<file path="src/rtl/alu16_pkg.sv">
package alu16_pkg;

    localparam int FLAG_N = 5;
    localparam int FL_C   = 4;
    localparam int FL_Z   = 3;
    localparam int FL_N   = 2;
    localparam int FL_OV  = 1;
    localparam int FL_DC  = 0;

    typedef enum logic [3:0] {
        OP_ADD = 4'd0,
        OP_ADC = 4'd1,
        OP_SUB = 4'd2,
        OP_SBB = 4'd3,
        OP_AND = 4'd4,
        OP_OR  = 4'd5,
        OP_XOR = 4'd6,
        OP_SHL = 4'd7,
        OP_SHR = 4'd8,
        OP_SAR = 4'd9
    } alu_op_e;

    localparam logic [FLAG_N-1:0] MASK_ARITH = 5'b11111;
    localparam logic [FLAG_N-1:0] MASK_LOGIC = 5'b01100;
    localparam logic [FLAG_N-1:0] MASK_SHIFT = 5'b11100;
    localparam logic [FLAG_N-1:0] MASK_NONE  = 5'b00000;

endpackage

</file>
<file path="src/rtl/alu16_arith.sv">
module alu16_arith #(
    parameter int DATA_W = 16,
    parameter int BYTE_W = 8,
    parameter int NIB_W  = 4
) (
    input  logic [DATA_W-1:0] a_i,
    input  logic [DATA_W-1:0] b_i,
    input  logic              sub_i,
    input  logic              cin_i,
    input  logic              byte_i,
    output logic [DATA_W-1:0] res_o,
    output logic              c_o,
    output logic              ov_o,
    output logic              dc_o
);
    localparam int HI_W = DATA_W - BYTE_W;

    logic [DATA_W-1:0] b_eff;
    logic [DATA_W:0]   sum_w;
    logic [BYTE_W:0]   sum_b;
    logic [NIB_W:0]    sum_n;
    logic              msb_a, msb_b, msb_r;

    always_comb begin
        b_eff = sub_i ? ~b_i : b_i;
        sum_w = {1'b0, a_i} + {1'b0, b_eff} + {{DATA_W{1'b0}}, cin_i};
        sum_b = {1'b0, a_i[BYTE_W-1:0]} + {1'b0, b_eff[BYTE_W-1:0]}
              + {{BYTE_W{1'b0}}, cin_i};
        sum_n = {1'b0, a_i[NIB_W-1:0]} + {1'b0, b_eff[NIB_W-1:0]}
              + {{NIB_W{1'b0}}, cin_i};
        if (byte_i) begin
            res_o = {{HI_W{1'b0}}, sum_b[BYTE_W-1:0]};
            c_o   = sum_b[BYTE_W];
            msb_a = a_i[BYTE_W-1];
            msb_b = b_eff[BYTE_W-1];
            msb_r = sum_b[BYTE_W-1];
        end else begin
            res_o = sum_w[DATA_W-1:0];
            c_o   = sum_w[DATA_W];
            msb_a = a_i[DATA_W-1];
            msb_b = b_eff[DATA_W-1];
            msb_r = sum_w[DATA_W-1];
        end
        ov_o = (msb_a == msb_b) && (msb_r != msb_a);
        dc_o = sum_n[NIB_W];
    end

endmodule

</file>
<file path="src/rtl/alu16_shlog.sv">
module alu16_shlog
    import alu16_pkg::*;
#(
    parameter int DATA_W = 16,
    parameter int BYTE_W = 8
) (
    input  alu_op_e           op_i,
    input  logic              byte_i,
    input  logic [DATA_W-1:0] a_i,
    input  logic [DATA_W-1:0] b_i,
    input  logic              fill_i,
    output logic [DATA_W-1:0] res_o,
    output logic              c_o
);
    localparam int HI_W = DATA_W - BYTE_W;

    logic [DATA_W-1:0] raw;
    logic [DATA_W-1:0] keep;

    always_comb begin
        keep = byte_i ? {{HI_W{1'b0}}, {BYTE_W{1'b1}}} : {DATA_W{1'b1}};
        raw  = '0;
        c_o  = 1'b0;
        case (op_i)
            OP_AND: raw = a_i & b_i;
            OP_OR:  raw = a_i | b_i;
            OP_XOR: raw = a_i ^ b_i;
            OP_SHL: begin
                if (byte_i) begin
                    raw = {{HI_W{1'b0}}, a_i[BYTE_W-2:0], fill_i};
                    c_o = a_i[BYTE_W-1];
                end else begin
                    raw = {a_i[DATA_W-2:0], fill_i};
                    c_o = a_i[DATA_W-1];
                end
            end
            OP_SHR, OP_SAR: begin
                if (byte_i) begin
                    raw = {{HI_W{1'b0}},
                           (op_i == OP_SAR) ? a_i[BYTE_W-1] : fill_i,
                           a_i[BYTE_W-1:1]};
                end else begin
                    raw = {(op_i == OP_SAR) ? a_i[DATA_W-1] : fill_i,
                           a_i[DATA_W-1:1]};
                end
                c_o = a_i[0];
            end
            default: raw = '0;
        endcase
        res_o = raw & keep;
    end

endmodule

</file>
<file path="src/rtl/alu16_flagreg.sv">
module alu16_flagreg
    import alu16_pkg::*;
(
    input  logic              clk,
    input  logic              rst_n,
    input  logic              load_i,
    input  logic [FLAG_N-1:0] mask_i,
    input  logic [FLAG_N-1:0] next_i,
    output logic [FLAG_N-1:0] q_o
);
    for (genvar i = 0; i < FLAG_N; i++) begin : g_bit
        always_ff @(posedge clk or negedge rst_n) begin
            if (!rst_n) begin
                q_o[i] <= 1'b0;
            end else if (load_i && mask_i[i]) begin
                q_o[i] <= next_i[i];
            end
        end

        // a flag outside the mask keeps its value on a valid cycle
        p_mask_hold_r8: assert property (@(posedge clk) disable iff (!rst_n)
            (load_i && !mask_i[i]) |=> $stable(q_o[i]));
    end

    // no valid operation, no flag change
    p_idle_hold_r9: assert property (@(posedge clk) disable iff (!rst_n)
        !load_i |=> $stable(q_o));

endmodule

</file>
<file path="src/rtl/alu16_flag_core.sv">
module alu16_flag_core
    import alu16_pkg::*;
#(
    parameter int DATA_W = 16,
    parameter int BYTE_W = 8,
    parameter int NIB_W  = 4
) (
    input  logic              clk,
    input  logic              rst_n,
    input  logic              op_valid,
    input  logic [3:0]        op_code,
    input  logic              byte_mode,
    input  logic [DATA_W-1:0] opnd_a,
    input  logic [DATA_W-1:0] opnd_b,
    input  logic              carry_in,
    output logic [DATA_W-1:0] result,
    output logic [4:0]        flag_mask,
    output logic              flag_c,
    output logic              flag_z,
    output logic              flag_n,
    output logic              flag_ov,
    output logic              flag_dc
);
    alu_op_e           op;
    logic [FLAG_N-1:0] flags_q;
    logic [FLAG_N-1:0] flags_d;
    logic              arith_sub, arith_cin;
    logic [DATA_W-1:0] arith_res, sl_res;
    logic              arith_c, arith_ov, arith_dc, sl_c;
    logic              res_zero, res_neg;

    assign op = alu_op_e'(op_code);

    always_comb begin
        arith_sub = (op == OP_SUB) || (op == OP_SBB);
        unique case (op)
            OP_ADD:  arith_cin = 1'b0;
            OP_SUB:  arith_cin = 1'b1;
            OP_ADC, OP_SBB: arith_cin = flags_q[FL_C];
            default: arith_cin = 1'b0;
        endcase
    end

    alu16_arith #(.DATA_W(DATA_W), .BYTE_W(BYTE_W), .NIB_W(NIB_W)) u_arith (
        .a_i    (opnd_a),
        .b_i    (opnd_b),
        .sub_i  (arith_sub),
        .cin_i  (arith_cin),
        .byte_i (byte_mode),
        .res_o  (arith_res),
        .c_o    (arith_c),
        .ov_o   (arith_ov),
        .dc_o   (arith_dc)
    );

    alu16_shlog #(.DATA_W(DATA_W), .BYTE_W(BYTE_W)) u_shlog (
        .op_i   (op),
        .byte_i (byte_mode),
        .a_i    (opnd_a),
        .b_i    (opnd_b),
        .fill_i (carry_in),
        .res_o  (sl_res),
        .c_o    (sl_c)
    );

    always_comb begin
        unique case (op)
            OP_ADD, OP_ADC, OP_SUB, OP_SBB: begin
                result    = arith_res;
                flag_mask = MASK_ARITH;
            end
            OP_AND, OP_OR, OP_XOR: begin
                result    = sl_res;
                flag_mask = MASK_LOGIC;
            end
            OP_SHL, OP_SHR, OP_SAR: begin
                result    = sl_res;
                flag_mask = MASK_SHIFT;
            end
            default: begin
                result    = '0;
                flag_mask = MASK_NONE;
            end
        endcase
    end

    always_comb begin
        res_zero = byte_mode ? (result[BYTE_W-1:0] == '0) : (result == '0);
        res_neg  = byte_mode ? result[BYTE_W-1] : result[DATA_W-1];
        flags_d          = '0;
        flags_d[FL_Z]    = res_zero;
        flags_d[FL_N]    = res_neg;
        flags_d[FL_C]    = (flag_mask == MASK_SHIFT) ? sl_c : arith_c;
        flags_d[FL_OV]   = arith_ov;
        flags_d[FL_DC]   = arith_dc;
    end

    alu16_flagreg u_flags (
        .clk    (clk),
        .rst_n  (rst_n),
        .load_i (op_valid),
        .mask_i (flag_mask),
        .next_i (flags_d),
        .q_o    (flags_q)
    );

    assign flag_c  = flags_q[FL_C];
    assign flag_z  = flags_q[FL_Z];
    assign flag_n  = flags_q[FL_N];
    assign flag_ov = flags_q[FL_OV];
    assign flag_dc = flags_q[FL_DC];

    // byte results never carry an upper byte
    p_byte_upper_zero_r5: assert property (@(posedge clk) disable iff (!rst_n)
        byte_mode |-> (result[DATA_W-1:BYTE_W] == '0));

    // logic opcodes touch only Z and N
    p_logic_mask_r6: assert property (@(posedge clk) disable iff (!rst_n)
        (op_code >= 4'd4 && op_code <= 4'd6) |-> (flag_mask == 5'b01100));

    // word SHL moves the top bit into carry
    p_shl_carry_r7: assert property (@(posedge clk) disable iff (!rst_n)
        (op_valid && op_code == 4'd7 && !byte_mode)
        |=> (flag_c == $past(opnd_a[DATA_W-1])));

    // unused opcodes yield nothing
    p_bad_op_r8: assert property (@(posedge clk) disable iff (!rst_n)
        (op_code > 4'd9) |-> (result == '0 && flag_mask == 5'b00000));

    // a >= b never borrows on word SUB
    p_no_borrow_r2: assert property (@(posedge clk) disable iff (!rst_n)
        (op_valid && op_code == 4'd2 && !byte_mode && opnd_a >= opnd_b)
        |=> flag_c);

    // adding opposite signs cannot overflow
    p_no_overflow_r3: assert property (@(posedge clk) disable iff (!rst_n)
        (op_valid && op_code == 4'd0 && !byte_mode
         && (opnd_a[DATA_W-1] != opnd_b[DATA_W-1])) |=> !flag_ov);

endmodule

</file>
<file path="config.mk">
export PLATFORM = sky130hd
export DESIGN_NAME = alu16_flag_core
export DESIGN_NICKNAME = d
export VERILOG_FILES = /design/src/rtl/alu16_pkg.sv /design/src/rtl/alu16_arith.sv /design/src/rtl/alu16_shlog.sv /design/src/rtl/alu16_flagreg.sv /design/src/rtl/alu16_flag_core.sv
export SDC_FILE = /design/constraint.sdc
export NUM_CORES = 1
export LEC_CHECK = 0
export CORE_MARGIN = 8
export CORE_UTILIZATION = 55
export CTS_CLUSTER_DIAMETER = 200
export CTS_CLUSTER_SIZE = 40
export DETAILED_ROUTE_END_ITERATION = 10
export MAX_ROUTING_LAYER = met4
export PLACE_DENSITY = 0.87
export SETUP_SLACK_MARGIN = 0.3
export SLEW_MARGIN = 0
export SYNTH_ARGS = -nofsm -noshare
export SYNTH_HDL_FRONTEND = slang
export SYNTH_SLANG_ARGS = --single-unit
</file>
<file path="constraint.sdc">
create_clock -name clk -period 10.1 [get_ports clk]
set_input_delay 2.02 -clock clk [delete_from_list [all_inputs] [get_ports clk]]
set_output_delay 2.02 -clock clk [all_outputs]
set_load 0.05 [all_outputs]
</file>
# Yosys cells after proc, flatten, opt, wreduce, memory -nomap -nowiden
# Cells that the tools add are included.
# W data, S select, Z words.
# classes
n_addsub	6
muxes	19
n_bitwise	5
n_eq_ne	12
n_reduce_logical	16
# op_table
operator	n
$mux W16	5
$pmux W16 S5	1
$and A16 B16 Y16	2
$pmux W16 S2	1
$add A16 B16 Y17	1
$add A17 B1 Y17	1
$eq A4 B3 Y1 const B	4
$logic_not A16 Y1	1
$not A16 Y16	1
$or A16 B16 Y16	1
$xor A16 B16 Y16	1
$pmux W5 S3	1
$add A8 B8 Y9	1
$add A9 B1 Y9	1
$mux W1	9
$eq A4 B2 Y1 const B	2
$eq A4 B4 Y1 const B	2
$logic_not A8 Y1	1
$logic_and A1 B1 Y1	6
$reduce_or A3 Y1	2
$reduce_or A6 Y1	1
$add A4 B4 Y5	1
$add A5 B1 Y5	1
$eq A5 B5 Y1 const B	1
8 further kinds	10
# totals
word_cells	63
output_inout_bits	26
register_bits	5

# Depth between registers and ports, before layout
# Gate-level depths: netlist of run 1.
# depth
word_depth	9
depth_mapped	18
mapped_depth_nobuf	15

# Cells and area by module
# Synthesis of run 1 repeated with hierarchy kept, for this count alone.
# hier_totals
cells_unflattened	416
hier_area_um2	3141.8
# modules_own_cells
mod	area_per_inst_um2	instances	cells_each
alu16_shlog	1277.5	1	182
alu16_arith	1101.1	1	155
alu16_flag_core	544.3	1	64
alu16_flagreg	219.0	1	15

# Least setup slack after synthesis of run 1
# No wires, ideal clock.
# synth_path
kind	input to output
from	input op_code[1]
to	output result[8]
cell_stages	15
path_slack_ns	2.070
arrival_time_ns	6.010
cell_sequence	buf_2 > buf_2 > buf_2 > and2_1 > buf_2 > buf_2 > xnor2_1 > fa_1 > inv_1 > fa_1 > nand2b_1 > a211o_1 > a31oi_1 > nor2_1 > o31ai_1
# synth_via
elab_chain_len	7
elab_cells_between_ends	23
classes_between	add/sub (2); eq/ne (9); mux (5); bitwise (1); reduce/logical (6)
# synth_lines
element	line_no	rtl
start: declaration	alu16_flag_core.sv:11	input logic [3:0] op_code,
$eq A4 B2 Y1	alu16_flag_core.sv:35, alu16_flag_core.sv:36, alu16_flag_core.sv:67	
$logic_or A1 B1 Y1	alu16_flag_core.sv:35	arith_sub = (op == OP_SUB) || (op == OP_SBB);
$mux W16	alu16_arith.sv:25	b_eff = sub_i ? ~b_i : b_i;
$add A16 B16 Y17	alu16_arith.sv:26	sum_w = {1'b0, a_i} + {1'b0, b_eff} + {{DATA_W{1'b0}}, cin_i};
$add A17 B1 Y17	alu16_arith.sv:26	
$mux W16	alu16_arith.sv:31	if (byte_i) begin
$pmux W16 S2 (*)	alu16_flag_core.sv:67	unique case (op)
end: declaration	alu16_flag_core.sv:16	output logic [DATA_W-1:0] result,
# Every way passes the cells marked *; elsewhere a longest branch is shown, timed or not.

# Final worst setup path of run 1
# layout_path
from	input op_code[2]
to	output result[12]
# Same word-level chain as after synthesis.

==> flow_metrics.tcl, run 1 <==
set metrics [dict create \
    setup-tns-final_ns 0 \
    final.period_utilization_pct 92.3 \
    grt_pass1_vias 2937 \
    synth.avg_cell_area_um2 7.60 \
    placed_cells 484 \
    crit_arrival_ns 7.30 \
    netlist_area_mm2 0.00278 \
    clk_latency_ns 0.23 \
    clk_pin_slew_ns 0.04 \
    cts.sink_count 5 \
    gp_congestion 0.974 \
    syn_to_final_growth_pct 26.3 \
    netlist.area_leader.share_pct 21.2 \
    ff2ff_path_depth 13 \
    finalHoldViolCount 0 \
    yosys.area.top_type "ha_1" \
    die_y_um 87.0 \
    io-pin-count 67 \
    skew_ns 0.00125 \
    yosys-top-cells-area "ha_1, mux4_2, inv_1" \
    status "completed" \
    dieArea_mm2 0.00758 \
    postSynthCellCount 365 \
    diodes 0 \
    startpoint_type "primary input" \
    drtIter0Drc 317 \
    max_cap_violations 0 \
    largest_register_ffs 5 \
    crit_fanout 15 \
    antenna_found_initial 0 \
    start_util_pct 55.8 \
    hold_class "flop to flop" \
    synthArstFlopShare_pct 100 \
    clockBufferDepth 2 \
    postRouteAntennaNets 0 \
    grt_pass1_wl_mm 14.3 \
    setup_viol_count_final 0 \
    nets 509 \
    grt_max_degree 32 \
    rsz0062_at_grt "false" \
    vias 2980 \
    fmax_ghz 0.107 \
    synth_most_common_cell "inv_1" \
    port_buffers 66 \
    relSlewSlack_pct 51.8 \
    maxSlewViolCount 0 \
    drive_above_1_share_pct 7.42 \
    viasPerCell 6.11 \
    drc 0 \
    worst_pin_slew_ns 0.721 \
    cts_root_buf "clkbuf_8" \
    yosysSeqAreaShare_pct 4.51 \
    rows 26 \
    cts_tree "built" \
    cts.repair.resized 0 \
    powerDensity_mw_per_mm2 87.4 \
    fin_crit_ns 9.32 \
    core_mm2 0.00498 \
    r2r_start "u_flags.q_o[4]" \
    ys_warn_count 0 \
    yosysUniqueCellTypes 70 \
    chipWidth_um 87.0 \
    grtUsageTotal_pct 24.3 \
    r2r_setup_slack_ns 6.63 \
    setup.worst_path.start "op_code[2]" \
    leakage_nw 1.54 \
    top_register "u_flags.q_o" \
    synth_edf_count 0 \
    r2r_end "u_flags.q_o[3]" \
    critical_path_class "primary input to primary output" \
    htree_levels 1 \
    top_regs "u_flags.q_o (5)" \
    endpoint "result[12]" \
    post_cts_buffers 0 \
    power.total_uw 306 \
    synth_ff_type "dfrtp_1" \
    drt_pass1_iterations 5 \
    cp-end-kind "primary output" \
    syn_nets 455 \
    hold_slack_ns 0.476 \
    instances_no_fill 488 \
    vdd_drop_max_mv 0.0655 \
    routed_wl_mm 8.92 \
    wl_per_cell_um 18.3 \
    hpwl_mm 7.18 \
    cts_buffers 3 \
    synth_common_cells "inv_1, ha_1, nor2_1, nand2_1" \
    postCtsHoldBufs 0 \
    required_ns 8.08 \
    grt-ovfl-total 0 \
    ys_ff_latch 5 \
]
-- critical path, cell delays in order --
cell,delay (ns)
clkdlybuf4s50_1,0.58
or2_2,0.47
inv_1,0.39
and2_1,0.56
xnor2_1,0.21
fa_1,0.24
inv_1,0.06
fa_1,0.36
nand2b_1,0.19
a211o_1,0.34
a21oi_1,0.25
o41ai_1,0.14
a2111oi_0,0.43
a311o_1,0.22
clkdlybuf4s50_1,0.82
-- final cells by class --
type	count	area (um^2)
multi-input combinational	289	2360
fill	438	1470
timing repair buffer	71	698
inverter	49	184
sequential	5	125
tap	70	87.6
clock buffer	4	45.0
-- where the power goes --
group          internal, mW  switching, mW  total [mW]
logic                0.0972          0.144       0.241
clock network        0.0272         0.0111      0.0383
registers            0.0242        0.00272      0.0269
total                 0.149          0.158       0.306
-- logic make-up (layout without fill, tap and decap cells) --
kind of cell,count (synthesis),after routing,synth area share (%)
muxes,15,15,9.56
AOI/OAI and AO/OA,103,103,26.9
and+or+nand+nor,101,101,19.5
xor gates and xnor gates,21,21,6.63
DFF,5,5,4.51
buffers and inverters,71,124,10.3
adders and majority gates,49,49,22.6
-- through the flow --
step                      setup slack (ns)  util [%]  cell area (um^2)
after floorplan                       2.07         -              2780
after global placement                1.00      69.5              3460
after detailed placement             0.860      69.5              3460
after CTS                            0.838      70.4              3500
after global routing                 0.406      70.4              3500
final                                0.783      70.4              3500
-- placed cells by master (no fill, tap or decap), types with 2 or more instances in the layout --
cell,netlist,final
or4_1,2,2
a2111oi_0,2,2
xnor2_1,20,20
a21boi_1,2,2
nor3_1,9,9
mux2_2,2,2
nor4_1,3,3
o211ai_1,4,4
and3_1,2,2
nand2_1,21,21
nor2b_1,6,6
nand2b_1,4,4
buf_4,2,5
nor2_1,23,23
a22oi_1,10,10
fa_1,2,2
nand3_1,8,8
o21a_1,6,6
a211o_1,6,6
a21oi_1,20,20
or3_1,2,2
a222oi_1,2,2
dfrtp_1,5,5
nor3b_1,3,3
clkdlybuf4s50_1,0,66
o21ai_0,13,13
or2_2,3,3
mux2i_1,4,4
ha_1,47,47
mux4_2,9,9
inv_1,49,49
a21o_1,4,4
o31ai_1,3,3
a31oi_1,6,6
clkbuf_8,0,3
and2_1,7,7
o21ai_1,3,3
-- per-layer routing --
layer / part of all wire (%) / up-vias / GRT usage, %
met5: 0 / - / -
met4: 2.3 / 0 / 7.67
li1: - / 1430 / -
met2: 52 / 121 / 42.6
met1: 40 / 1412 / 28.4
met3: 5.8 / 17 / 2.17
-- worst min path at each step --
stage / startpoint / end / slack, ns / depth (start not counted)
global placement: u_flags.q_o[3] / u_flags.q_o[3] / 0.47 / 2
finish: u_flags.q_o[3] / u_flags.q_o[3] / 0.48 / 2
floorplan: u_flags.q_o[3] / u_flags.q_o[3] / 0.76 / 2
CTS: u_flags.q_o[3] / u_flags.q_o[3] / 0.48 / 2
detailed placement: u_flags.q_o[3] / u_flags.q_o[3] / 0.47 / 2
global route: u_flags.q_o[3] / u_flags.q_o[3] / 0.51 / 2
Power figures use the tool's default switching activity.
==> inputs of run 2 (changes only) <==
Settings changed: SETUP_SLACK_MARGIN 0.3 to 0.4.
==> results of run 2 <==
Same layout as run 1: the final DEF is identical, and so are final timing and power.
==> inputs of run 3 (changes only) <==
Settings changed: ABC_AREA set to 1, TNS_END_PERCENT set to 1.
==> flow_metrics.tcl, run 3 <==
set metrics [dict create \
    core_mm2 0.00511 \
    layout_common_cells "nand2_1, inv_1, clkdlybuf4s50_1, nor2_1, ha_1" \
    clockBufferDepth 2 \
    start_util_pct 57.1 \
    synthArstFlopShare_pct 100 \
    final_common_cell "nand2_1" \
    slowest_delay_ns 0.80 \
    cts_tree "built" \
    startpoint_type "primary input" \
    synth_common_cells "nand2_1, inv_1, nor2_1, ha_1, nand3_1" \
    hpwl_mm 8.25 \
    maxSlewViolCount 0 \
    io-pin-count 67 \
    leakage_nw 2.03 \
    crit_chain "clkdlybuf4s50_1, nor2_2, nand2_4, xor2_1, fa_1, inv_1, fa_1, inv_1, a21oi_1, nor2_1, nor2_1, nor2_1, inv_1, clkdlybuf4s50_1" \
    grt_max_degree 18 \
    postSynthCellCount 528 \
    postCtsHoldBufs 0 \
    relSlewSlack_pct 45.1 \
    ys_warn_count 0 \
    yosysSeqAreaShare_pct 4.29 \
    status "completed" \
    synthXorXnorAreaFrac_pct 5.40 \
    rows 26 \
    drt_pass1_iterations 5 \
    synth_edf_count 0 \
    wl_per_cell_um 15.1 \
    viasPerCell 5.39 \
    post_cts_buffers 0 \
    placed_area_mm2 0.00360 \
    yosysUniqueCellTypes 34 \
    hold_class "flop to flop" \
    fmax_ghz 0.126 \
    cts.repair.resized 0 \
    drc 0 \
    synth-compound-area-share_pct 9.52 \
    grt_pass1_vias 3646 \
    htree_levels 1 \
    syn_to_final_growth_pct 24.8 \
    cts.sink_count 5 \
    setup-tns-final_ns 0 \
    grt-ovfl-total 0 \
    nets 680 \
    crit_arrival_ns 5.90 \
    synth_mux_area_share_pct 0 \
    yosys.area.top_type "nand2_1" \
    cp-end-kind "primary output" \
    top_register "u_flags.q_o" \
    powerDensity_mw_per_mm2 82.8 \
    vias 3552 \
    final.period_utilization_pct 78.4 \
    netlist.area_leader.share_pct 22.8 \
    skew_ns 0.00510 \
    postRouteAntennaNets 0 \
    power.total_uw 302 \
    vdd_drop_max_mv 0.0572 \
    synth_ff_type "dfrtp_1" \
    postLayoutCellArea_mm2 0.00364 \
    largest_register_ffs 5 \
    gp_congestion 0.949 \
    finalHoldViolCount 0 \
    max_cap_violations 0 \
    clk_pin_slew_ns 0.04 \
    instances_no_fill 659 \
    top_regs "u_flags.q_o (5)" \
    cts_root_buf "clkbuf_8" \
    final_util_pct 71.3 \
    crit_fanout 16 \
    setup_viol_count_final 0 \
    drtIter0Drc 242 \
    port_buffers 66 \
    diodes 0 \
    die_y_um 88.8 \
    cts_buffers 3 \
    grtUsageTotal_pct 27.2 \
    pre_cts_ws_ns 2.21 \
    ys_ff_latch 5 \
    cpMaxStageDelayCell "clkdlybuf4s50_1" \
    synth_most_common_cell "nand2_1" \
    chipWidth_um 88.8 \
    synth.avg_cell_area_um2 5.53 \
    worst_pin_slew_ns 0.823 \
    netlist_area_mm2 0.00292 \
    drive_above_1_share_pct 4.24 \
    yosys-top-cells-area "nand2_1, ha_1, inv_1" \
    synth_top_family_by_area "simple AND/OR/NAND/NOR gates" \
    dieArea_mm2 0.00789 \
    rsz0062_at_grt "false" \
    critical_path_class "primary input to primary output" \
    required_ns 8.08 \
    hold_slack_ns 0.484 \
    synth-simple-area-share_pct 43.8 \
    clk_latency_ns 0.23 \
    fin_crit_ns 7.92 \
    synthAdderAreaFrac_pct 21.5 \
    grt_pass1_wl_mm 16.6 \
    syn_nets 618 \
    antenna_found_initial 0 \
    placed_cells 655 \
    fin_ws_ns 2.18 \
    routed_wl_mm 9.97 \
]
==> run 3: changes by cell type after synthesis, moves of 7 or more <==
cell / change
inv_1: +44
nand4_1: +9
nor2_1: +25
clkbuf_1: -8
xnor2_1: -19
buf_2: -7
xor2_1: +16
nand2_1: +156
nand3_1: +27
a22oi_1: -10
mux4_2: -9
==> run 3: critical path, delay by kind of cell <==
kind | cells | cell delay [ns]
compound gates | 1 | 0.30
buf+inv | 5 | 1.58
fa+ha+maj | 2 | 0.66
xor+xnor | 1 | 0.24
simple gates | 5 | 1.11
==> run 3: layer usage <==
layer / wire (um) / vias up / GRT usage (%)
met5: 0 / - / -
met4: 425 / 0 / 13.5
met3: 581 / 42 / 3.16
met2: 4980 / 154 / 48.7
met1: 3990 / 1588 / 28.7
li1: - / 1768 / -
==> run 3: final cells by class <==
cell class	instances	area (um^2)
Tap cell	70	87.6
Timing Repair Buffer	67	668
Sequential cell	5	125
Multi-Input combinational cell	413	2340
Clock buffer	4	45.0
Inverter	100	375
Fill cell	486	1470
==> run 3: power breakdown <==
part	internal (mW)	total, mW	switching, mW
clock network	0.0273	0.0393	0.0120
registers	0.0239	0.0265	0.00262
logic	0.0830	0.236	0.153
total	0.134	0.302	0.167
==> run 3: path summary, 6_finish.rpt <==
path | start | end | slack (ns) | cells past startpoint
min | u_flags.q_o[1] | u_flags.q_o[1] | 0.48 | 2
max reg2reg | u_flags.q_o[4] | u_flags.q_o[3] | 7.44 | 17
min in group asynchronous | rst_n | u_flags.q_o[4] | 2.03 | 1
min reg2reg | u_flags.q_o[1] | u_flags.q_o[1] | 0.48 | 2
max | op_code[3] | result[4] | 2.18 | 14
max in group asynchronous | rst_n | u_flags.q_o[3] | 7.86 | 1
==> run 3: cell families (layout without fill, tap and decap cells) <==
logic type / Yosys count / count (layout)
simple gates: 297 / 297
fa+ha+maj: 49 / 49
compound gates: 49 / 49
flops: 5 / 5
buf+inv: 110 / 171
xor+xnor: 18 / 18
